===== src/rtl/xint_pkg.sv =====
package xint_pkg;
  typedef enum logic [1:0] {
    SENSE_LOW  = 2'b00,
    SENSE_OFF  = 2'b01,
    SENSE_FALL = 2'b10,
    SENSE_RISE = 2'b11
  } sense_e;
endpackage


===== src/rtl/xint_edge_sync.sv =====
module xint_edge_sync #(
  parameter int STAGES = 2
) (
  input  logic clk_i,
  input  logic rst_ni,
  input  logic run_i,
  input  logic pin_i,
  output logic cur_o,
  output logic prev_o,
  output logic valid_o
);
  localparam int FILL_MAX = STAGES + 1;
  localparam int FW       = $clog2(FILL_MAX + 1);

  logic [STAGES-1:0] sync_q;
  logic              hist_q;
  logic [FW-1:0]     fill_q;

  always_ff @(posedge clk_i or negedge rst_ni) begin
    if (!rst_ni) begin
      sync_q <= '0;
      hist_q <= 1'b0;
      fill_q <= '0;
    end else if (run_i) begin
      sync_q <= {sync_q[STAGES-2:0], pin_i};
      hist_q <= sync_q[STAGES-1];
      if (fill_q != FW'(FILL_MAX)) fill_q <= fill_q + 1'b1;
    end else begin
      fill_q <= '0;
    end
  end

  assign cur_o   = sync_q[STAGES-1];
  assign prev_o  = hist_q;
  assign valid_o = run_i && (fill_q == FW'(FILL_MAX));

  // a halted cycle forces a refill before detection resumes
  a_r8_refill_after_halt: assert property (@(posedge clk_i) disable iff (!rst_ni)
    !run_i |=> !valid_o);
endmodule


===== src/rtl/xint_channel.sv =====
module xint_channel
  import xint_pkg::*;
(
  input  logic   clk_i,
  input  logic   rst_ni,
  input  logic   en_i,
  input  sense_e sense_i,
  input  logic   pin_i,
  input  logic   cur_i,
  input  logic   prev_i,
  input  logic   valid_i,
  input  logic   clr_i,
  output logic   flag_o,
  output logic   irq_o
);
  logic hit;
  logic flag_q;

  always_comb begin
    hit = 1'b0;
    if (valid_i) begin
      unique case (sense_i)
        SENSE_FALL: hit = prev_i && !cur_i;
        SENSE_RISE: hit = !prev_i && cur_i;
        default:    hit = 1'b0;
      endcase
    end
  end

  always_ff @(posedge clk_i or negedge rst_ni) begin
    if (!rst_ni)     flag_q <= 1'b0;
    else if (hit)    flag_q <= 1'b1;
    else if (clr_i)  flag_q <= 1'b0;
  end

  always_comb begin
    unique case (sense_i)
      SENSE_LOW:  irq_o = en_i && !pin_i;
      SENSE_FALL,
      SENSE_RISE: irq_o = en_i && flag_q;
      default:    irq_o = 1'b0;
    endcase
  end

  assign flag_o = flag_q;

  a_r6_sticky: assert property (@(posedge clk_i) disable iff (!rst_ni)
    (flag_q && !clr_i) |=> flag_q);
  a_r6_clear: assert property (@(posedge clk_i) disable iff (!rst_ni)
    (clr_i && !hit) |=> !flag_q);
  a_r7_set_wins: assert property (@(posedge clk_i) disable iff (!rst_ni)
    (hit && clr_i) |=> flag_q);
  a_r5_off_never_sets: assert property (@(posedge clk_i) disable iff (!rst_ni)
    (sense_i == SENSE_OFF && !flag_q) |=> !flag_q);
  a_r9_disabled_quiet: assert property (@(posedge clk_i) disable iff (!rst_ni)
    !en_i |-> !irq_o);
endmodule


===== src/rtl/xint_detector.sv =====
module xint_detector
  import xint_pkg::*;
#(
  parameter int N_CH        = 2,
  parameter int SYNC_STAGES = 2
) (
  input  logic              clk_i,
  input  logic              rst_ni,
  input  logic              io_clk_run_i,
  input  logic [N_CH-1:0]   pin_i,
  input  logic [N_CH-1:0]   en_i,
  input  logic [2*N_CH-1:0] sense_i,
  input  logic [N_CH-1:0]   flag_clr_i,
  output logic [N_CH-1:0]   flag_o,
  output logic [N_CH-1:0]   irq_o,
  output logic              wake_o
);
  for (genvar g = 0; g < N_CH; g++) begin : g_ch
    logic cur, prev, valid;

    xint_edge_sync #(.STAGES(SYNC_STAGES)) u_sync (
      .clk_i   (clk_i),
      .rst_ni  (rst_ni),
      .run_i   (io_clk_run_i),
      .pin_i   (pin_i[g]),
      .cur_o   (cur),
      .prev_o  (prev),
      .valid_o (valid)
    );

    xint_channel u_chan (
      .clk_i   (clk_i),
      .rst_ni  (rst_ni),
      .en_i    (en_i[g]),
      .sense_i (sense_e'(sense_i[2*g +: 2])),
      .pin_i   (pin_i[g]),
      .cur_i   (cur),
      .prev_i  (prev),
      .valid_i (valid),
      .clr_i   (flag_clr_i[g]),
      .flag_o  (flag_o[g]),
      .irq_o   (irq_o[g])
    );
  end

  assign wake_o = |irq_o;

  a_r10_wake_follows: assert property (@(posedge clk_i) disable iff (!rst_ni)
    (irq_o != '0) |-> wake_o);
  a_r10_wake_idle: assert property (@(posedge clk_i) disable iff (!rst_ni)
    (irq_o == '0) |-> !wake_o);
endmodule


===== config.mk =====
export PLATFORM = sky130hd
export DESIGN_NAME = xint_detector
export DESIGN_NICKNAME = d
export VERILOG_FILES = /design/src/rtl/xint_pkg.sv /design/src/rtl/xint_edge_sync.sv /design/src/rtl/xint_channel.sv /design/src/rtl/xint_detector.sv
export SDC_FILE = /design/constraint.sdc
export NUM_CORES = 1
export LEC_CHECK = 0
export BUFFER_PORTS_ARGS = -buffer_cell sky130_fd_sc_hd__buf_2
export CAP_MARGIN = 20
export CORE_MARGIN = 2
export CORE_UTILIZATION = 25
export CTS_CLUSTER_DIAMETER = 40
export DETAILED_ROUTE_END_ITERATION = 8
export SKIP_CTS_REPAIR_TIMING = 1
export SLEW_MARGIN = 20
export SYNTH_ARGS = -nofsm -noshare
export SYNTH_HDL_FRONTEND = slang
export SYNTH_SLANG_ARGS = --single-unit

===== constraint.sdc =====
create_clock -name clk_i -period 1.3 [get_ports clk_i]
set_clock_uncertainty 0.2 [all_clocks]
set_input_delay 0 -clock clk_i [delete_from_list [all_inputs] [get_ports clk_i]]
set_output_delay 0 -clock clk_i [all_outputs]
set_load 0.01 [all_outputs]

* Word-level counts from Yosys, hierarchy flattened
Index checks and enable logic that the tools add are counted.
** Storage, ports and cells
- Register bits after elaboration :: 12
- Input port bits :: 13
- Output and inout bits :: 5
- Word-level logic and storage cells :: 57
** Cells by class
- $add $sub $neg :: 2
- Eq/ne operators :: 10
- Multiplexer cells :: 14
- Reductions and logical operators :: 23
** Operator list (number)
- $eq 2x2->1 const B :: 6
- $logic_and 1x1->1 :: 10
- $mux 2 :: 4
- $pmux 1 s2 :: 4
- $logic_not 1->1 :: 6
- $mux 1 :: 6
- $reduce_or 2->1 :: 3
- $add 2x1->2 const B :: 2
- $logic_not 2->1 :: 2
- $ne 2x1->1 const B :: 2
- $ne 2x2->1 const B :: 2
- $reduce_bool 2->1 :: 2

* Logic depth before layout (Yosys ltp)
Gate-level depths: netlist (run 1).
- Word-level depth :: 5
- Gate-level depth with buffers :: 4
- Gate-level depth less buffers :: 3

* By module
A second synthesis (run 1) with hierarchy kept.
** Unflattened totals
- Cells, all modules :: 47
- Area, all modules :: 571.8 sq um
** By module, submodules not included
- xint_edge_sync :: times used 2, cells an instance 14, area an instance 210.2 sq um, sequential area each 125.1 sq um
- xint_channel :: times used 2, cells an instance 9, area an instance 72.6 sq um, sequential area each 25.0 sq um
- xint_detector :: times used 1, cells an instance 1, area an instance 6.3 sq um, sequential area each 0.0 sq um

* Least setup slack after synthesis (run 1)
Ideal clock, no wire load.
- Path kind :: register to register
- Start point :: reg g_ch[0].u_sync.fill_q[0]
- End point :: reg g_ch[0].u_sync.fill_q[0]
- Library setup time :: 120 ps
- Arrival :: 903 ps
- Data required time :: 980 ps
- Slack :: 77 ps
- Cell stages (with the launch flop) :: 4
- Path buffers :: 0
- Period minus slack after synthesis :: 1223 ps
- Cells stage by stage :: dfrtp_1 -> ha_1 -> xnor2_1 -> and2_2
** On the way
- Cells in the longest elaborated chain, start to end :: 3
- Elaborated cells between the ends (all ways) :: 5
- Classes of those cells :: add/sub (1); eq/ne (2); mux (2)
** RTL lines
- start: declaration :: RTL line xint_edge_sync.sv:17 : logic [FW-1:0] fill_q;
- start signal: assignment :: RTL line xint_edge_sync.sv:27 : if (fill_q != FW'(FILL_MAX)) fill_q <= fill_q + 1'b1;
- $add 2x1->2 :: RTL line xint_edge_sync.sv:27
- $mux 2 :: RTL line xint_edge_sync.sv:27
- $mux 2 :: RTL line xint_edge_sync.sv:24 : end else if (run_i) begin
Parallel ways exist; a longest one is shown, timed or not. The select of a mux whose other input is x is not followed.
A chain may end at the register's enable or synchronous reset.

* Final worst setup path (run 1)
- Start point :: reg g_ch[0].u_chan.flag_q
- End point :: out wake_o
** On the way
- Cells in the longest elaborated chain, start to end :: 3
** RTL lines
- start: declaration :: RTL line xint_channel.sv:17 : logic flag_q;
- start signal: assignment :: RTL line xint_channel.sv:31 : if (!rst_ni) flag_q <= 1'b0;
- start signal: assignment :: RTL line xint_channel.sv:32 : else if (hit) flag_q <= 1'b1;
- start signal: assignment :: RTL line xint_channel.sv:33 : else if (clr_i) flag_q <= 1'b0;
- $logic_and 1x1->1 :: RTL line xint_channel.sv:40 : SENSE_RISE: irq_o = en_i && flag_q;
- $pmux 1 s2 :: RTL line xint_channel.sv:37 : unique case (sense_i)
- $reduce_or 2->1 :: RTL line xint_detector.sv:46 : assign wake_o = |irq_o;
- end: declaration :: RTL line xint_detector.sv:16 : output logic wake_o
No other way between the ends.

==> results of run 1 <==
==> worst max-delay path by stage <==
stage / depth (start not counted) / to / startpoint / slack (ns)
CTS: 3 / wake_o / g_ch[1].u_chan.flag_o / -0.06
global placement: 3 / g_ch[0].u_sync.fill_q[0] / g_ch[0].u_sync.fill_q[0] / 0.05
floorplan: 3 / g_ch[0].u_sync.fill_q[0] / g_ch[0].u_sync.fill_q[0] / 0.08
finish: 3 / wake_o / g_ch[0].u_chan.flag_o / 0.04
detailed placement: 3 / g_ch[1].u_sync.fill_q[0] / g_ch[1].u_sync.fill_q[0] / 0.03
global route: 3 / wake_o / g_ch[0].u_chan.flag_o / -0.01
==> through the flow <==
stage                     setup TNS (ns)  hold WS (ns)  setup slack, ns  utilization [%]  instance area (um^2)
after floorplan                        0        -0.496           0.0766                -                   621
after global placement                 0        -0.305           0.0493             29.1                   702
after detailed placement               0        -0.303           0.0304             29.1                   702
after CTS                        -0.0614        -0.594          -0.0614             30.1                   724
after global routing             -0.0131        0.0121          -0.0131             35.2                   847
final                                  0     -0.000120           0.0376             35.2                   847
==> report_power, final <==
| group | leakage (nW) | internal, mW | switching [mW] |
|---|---|---|---|
| registers | 0.150 | 0.430 | 0.0403 |
| clock network | 0.0138 | 0.107 | 0.110 |
| logic | 0.236 | 0.140 | 0.0848 |
| total | 0.400 | 0.676 | 0.235 |
==> per-layer routing <==
metal	vias up	routed length, um	track usage [%]
li1	235	-	-
met1	219	520	9.56
met2	16	559	12.8
met3	0	95	5.00
met4	0	0	1.28
met5	-	0	0
==> logic make-up after synthesis <==
kind of cell	after synthesis	synth area share, %
and+or+nand+nor	14	12.9
DFF	12	48.4
buffers and inverters	9	9.07
muxes	8	16.5
AOI/OAI and AO/OA	7	6.25
xor gates and xnor gates	2	2.82
adders and majority gates	2	4.03
==> cells in the final DEF, fill, tap and decap left out <==
| cell | count |
|---|---|
| mux2i_1 | 2 |
| nor3_1 | 2 |
| o22ai_1 | 3 |
| and3b_1 | 2 |
| ha_2 | 2 |
| a21oi_2 | 2 |
| nand3_1 | 2 |
| and2_2 | 2 |
| buf_2 | 17 |
| dlygate4sd3_1 | 11 |
| mux2_2 | 2 |
| mux2_4 | 4 |
| nor2b_1 | 2 |
| clkbuf_4 | 3 |
| inv_1 | 4 |
| nor2_1 | 4 |
| a21oi_1 | 2 |
| dfrtp_1 | 12 |
| xnor2_1 | 2 |
==> state kept, by name (all words and copies together), names as in the netlist <==
| register | cells |
|---|---|
| g_ch.u_chan.flag_o | 2 |
| g_ch.u_sync.fill_q | 4 |
| g_ch.u_sync.sync_q | 4 |
| g_ch.u_sync.prev_o | 2 |
==> cell type report <==
class	instances	area, um^2
inverters	4	15.0
fillers	236	1560
multi-input cells	33	277
repair buffers	28	195
flip-flops and latches	12	300
clock buffers	3	22.5
well taps	30	37.5
==> tightest hold or removal path, stage by stage <==
cell	delay (ns)
buf_2	0.10
and3b_1	0.16
a21oi_1	0.04
o22ai_1	0.12
==> impl_results.md, run 1 <==
- CP Class: flop to primary output
- Initial DRC Count: 4
- Power per Cell Area: 1080 nW/um^2
- RSZ-0062 raised after global routing: true
- Source of the worst hold timing path: sense_i[2]
- Cell Area, Synth: 621 um^2
- Height of the die: 53.8 um
- Die X: 53.8 um
- Post-synth EDFFs: 0
- Vias in the first global route: 397
- CP max FO: 3
- Global-route wire length before repair: 1.62 mm
- Initial core utilization: 25.8%
- Peak per-stage delay on the critical path: 0.41 ns
- Async SR Flop Fraction: 100%
- Area growth, synth to finish: 36.5%
- Drt via density: 4.27
- Final min period: 1.26 ns
- R2R Path End: g_ch[0].u_sync.fill_q[0]
- TritonCTS buffer count: 3
- DR vias: 470
- Count of clock tree sinks: 12
- Max-Cap Viols: 0
- Layout cells sized above 1: 40.0%
- HPWL Detailed: 859 um
- Clock transition at path regs: 0.07 ns
- Synthesized area per cell: 11.5 um^2
- Clock insertion delay at the later pin of the skew report: 0.26 ns
- GRT Total Usage: 8.14%
- Failing checks: negative hold slack
- Hold Path Cell Cnt: 4
- Yosys warnings: 0
- Most common cell in the netlist: dfrtp_1
- Crit path max-delay family: flip-flops
- Reg-to-Reg Start: g_ch[0].u_sync.fill_q[0]
- Synth cell types: 17
- Pwr Total: 0.912 mW
- Crit end category: primary output
- Pre-antenna DRT Iters: 2
- Rel. slew slack: 81.9%
- Actual slew at the worst max-slew pin: 0.272 ns
- Dpl cells: 96
- Number of port buffers: 17
- Fin Hold WS: -0.000120 ns
- H-tree depth: 1
- Global route total overflow: 0
- CP arrival: 1.06 ns
- Global placer's final weighted congestion: 0.637
- Lkg Pwr: 0.400 nW
- Antenna Nets Post-Route: 0
- Cells after Synth: 54
- Worst hold path type: input pin to flop
- Post-Syn Nets: 69
- Fin. Hold Viols: 1
- CTS tree: built
- Detailed-route wire length: 1.18 mm
- Clock Root Buffer: clkbuf_4
- Worst R2R Path Depth: 3
- Hold Crit Endpoint: g_ch[1].u_chan.flag_o
- DRC errors left: 0
- Core Area: 2410 um^2
- I/O pins: 18
- Critical path launch point type: flop
- Synth top area cells: dfrtp_1 (48%), mux2_4 (9.7%), buf_4 (4.8%), ha_1 (4.0%), mux2_2 (3.6%)
- Finished Layout Cells: 110
- Register area share after synthesis: 48.4%
- Top cell type's share of synthesized area: 48.4%
- Cell chain of the critical path: a21oi_2, o22ai_1, buf_2
- Routed wire per std cell: 10.7 um
- Worst EP required: 1.10 ns
- Main flop type after synthesis: dfrtp_1
- Finish-stage setup viols: 0
- Synth area leader: dfrtp_1
- Die Area: 2900 um^2
- Initial antenna violation count: 0
- Fin crit share: 97.1%
- Max Slew Vio Count: 0
- Reg2reg setup slack: 0.07 ns
- Outcome: finished, violations left
- CP bufs+invs: 1
- Peak Freq: 0.792 GHz
- Slowest cell on the critical path: dfrtp_1
- Largest net degree at the start of global routing: 13
- Maximum clock insertion buffer count: 2
- Final net count: 97
- # rows: 18
- Worst VDD drop: 0.000524 V
- Register bit total from synthesis: 12
- Diodes inserted: 0
Note: power is estimated with default switching activity, not from simulation.
==> inputs of run 2 (changes only) <==
==> constraint.sdc (replaced) <==
create_clock -name clk_i -period 1.15 [get_ports clk_i]
set_clock_uncertainty 0.2 [all_clocks]
set_input_delay 0 -clock clk_i [delete_from_list [all_inputs] [get_ports clk_i]]
set_output_delay 0 -clock clk_i [all_outputs]
set_load 0.01 [all_outputs]
==> run 2 against run 1 <==
Via count rose by 5.1%; critical endpoint unchanged; the run ends with negative hold slack, negative setup slack left; critical path depth did not move; sequential power rose by 16%.
==> impl_results.md, run 2 (synthesis results as in run 1) <==
- Outcome: finished, violations left
- Failing checks: negative hold slack, negative setup slack
- Dpl cells: 97 (+1.0%)
- Register share of total power: 45.5% (-6.0 points)
- Slowest cell on the critical path: dfrtp_1
- Core Area: 2410 um^2 (unchanged)
- Worst VDD drop: 0.000527 V (+0.62%)
- Crit end category: primary output
- # rows: 18 (unchanged)
- TritonCTS buffer count: 3 (unchanged)
- Die X: 53.8 um (unchanged)
- Worst EP required: 0.95 ns (-0.15 ns)
- Power per Cell Area: 1310 nW/um^2 (+21%)
- Drt via density: 4.33 (+1.4%)
- CP max FO: 3 (unchanged)
- Fill count: 242 (+2.5%)
- Final core utilization: 38.1% (+2.9 points)
- Peak Freq: 0.773 GHz
- Gate power share: 26.3% (+1.7 points)
- Global route total overflow: 0 (unchanged)
- Cell chain of the critical path: a21oi_2, o22ai_1, buf_2
- Diodes inserted: 0 (unchanged)
- DRC errors left: 0 (unchanged)
- Global-route wire length before repair: 1.75 mm (+8.1%)
- Switching power share of the total: 26.4% (+0.63 points)
- Height of the die: 53.8 um (unchanged)
- Crit path max-delay family: flip-flops
- RSZ-0062 raised after global routing: true
- Top Registers: g_ch.u_sync.fill_q: 4 flops, g_ch.u_sync.sync_q: 4 flops
- Global placer's final weighted congestion: 0.622 (-2.3%)
- Critical path launch point type: flop
- Clock Root Buffer: clkbuf_4
- DR vias: 494 (+5.1%)
- Pre-antenna DRT Iters: 3 (+1)
- Setup ws final: -0.144 ns (-0.181 ns)
- Vias in the first global route: 419 (+5.5%)
- H-tree depth: 1 (unchanged)
- Final min period: 1.29 ns
- Initial antenna violation count: 0 (unchanged)
- Final net count: 100 (+3.1%)
- GRT Total Usage: 9.10% (+0.96 points)
- Initial core utilization: 25.8% (unchanged)
- CTS tree: built
- Largest net degree at the start of global routing: 13 (unchanged)
- I/O pins: 18 (unchanged)
- Actual slew at the worst max-slew pin: 0.272 ns (+0.000675 ns)
- Lkg Pwr: 0.430 nW (+7.6%)
- Fin. Hold Viols: 10 (+9)
- Maximum clock insertion buffer count: 2 (unchanged)
- Finished Layout Cells: 114 (+3.6%)
- Commonest non-fill, non-tap cell in the layout: buf_2
- Finish-stage setup viols: 7 (+7)
- Layout cells sized above 1: 47.6% (+7.6 points)
- Peak per-stage delay on the critical path: 0.41 ns (about the same)
- Initial DRC Count: 3 (-1)
- Fin crit share: 113%
- Number of port buffers: 17 (unchanged)
- Count of clock tree sinks: 12 (unchanged)
- Pwr Total: 1.20 mW (+31%)
- Clock Power Share: 28.2% (+4.4 points)
- CP bufs+invs: 1 (unchanged)
- Clock transition at path regs: 0.08 ns (about the same)
- Clock insertion delay at the later pin of the skew report: 0.27 ns (about the same)
- Worst hold path type: input pin to flop
- NetSw: 0.316 mW (+35%)
- Max Slew Vio Count: 0 (unchanged)
- Most frequent cells in the layout: buf_2 (17), dfrtp_1 (12), dlygate4sd3_1 (10)
- Rel. slew slack: 81.8% (about the same)
- Antenna Nets Post-Route: 0 (unchanged)
- CP Class: flop to primary output
- Fin Hold WS: -0.0821 ns (-0.0820 ns)
- CP arrival: 1.09 ns (+0.03 ns)
- Detailed-route wire length: 1.34 mm (+14%)
- Max-Cap Viols: 0 (unchanged)
- Die Area: 2900 um^2 (unchanged)
- Pint: 0.881 mW (+30%)
- Routed wire per std cell: 11.8 um (+10%)
- Area growth, synth to finish: 47.8%
-- run 2: cell count changes in the layout (fill, tap and decap cells not counted), sizes merged --
| cell | change |
|---|---|
| buf | +4 |
| dlygate4sd3 | -1 |
| clkbuf | +1 |
-- run 2: path summary, 6_finish.rpt --
check                                              start                       end  slack [ns]  cells past startpoint
worst min register to register  g_ch[1].u_sync.sync_q[0]  g_ch[1].u_sync.sync_q[1]        0.30                      1
max in group asynchronous                         rst_ni  g_ch[1].u_sync.fill_q[0]        0.06                      3
worst max register to register  g_ch[1].u_sync.fill_q[0]  g_ch[1].u_sync.fill_q[0]       -0.02                      3
worst max-delay path               g_ch[0].u_chan.flag_o                    wake_o       -0.14                      3
min in group asynchronous                         rst_ni     g_ch[1].u_chan.flag_o        0.47                      3
worst min-delay path                        io_clk_run_i  g_ch[0].u_sync.fill_q[0]       -0.08                      2
-- run 2: stage by stage --
step | worst slack, ns | setup TNS [ns] | instance area (um^2)
floorplan | 0.0102 | 0 | 628
global placement | -0.00580 | -0.00883 | 717
detailed placement | -0.0221 | -0.0507 | 717
CTS | -0.254 | -0.708 | 753
global route | -0.199 | -0.930 | 917
finish | -0.144 | -0.382 | 917
-- run 2: worst reg2reg max path, cell delays in order (launching register included) --
cell and delay (ns):
dfrtp_1 0.41, ha_4 0.18, xnor2_1 0.12, and2_4 0.15
-- run 2: layer usage --
layer / vias to the layer above / GRT usage [%] / part of all wire [%]
li1: 241 / - / -
met1: 235 / 10.0 / 43
met2: 16 / 14.4 / 49
met3: 2 / 5.83 / 7.2
met4: 0 / 2.56 / 0.30
met5: - / 0 / 0
-- run 2: power by group through the flow --
stage	Combinational, mW	Clock [mW]	Sequential [mW]
final	0.315	0.338	0.544
after global routing	0.355	0.369	0.555
after CTS	0.247	0.355	0.530
after detailed placement	0.245	0	0.537
after global placement	0.233	0	0.534
after floorplan	0.180	0	0.528
-- run 2: area by class of cell --
type,count,area (um^2),area share [%]
Multi-Input combinational cell,33,313,34.1
Sequential cell,12,300,32.7
Timing Repair Buffer,31,215,23.5
Tap cell,30,37.5,4.09
Clock buffer,4,36.3,3.96
Inverter,4,15.0,1.64
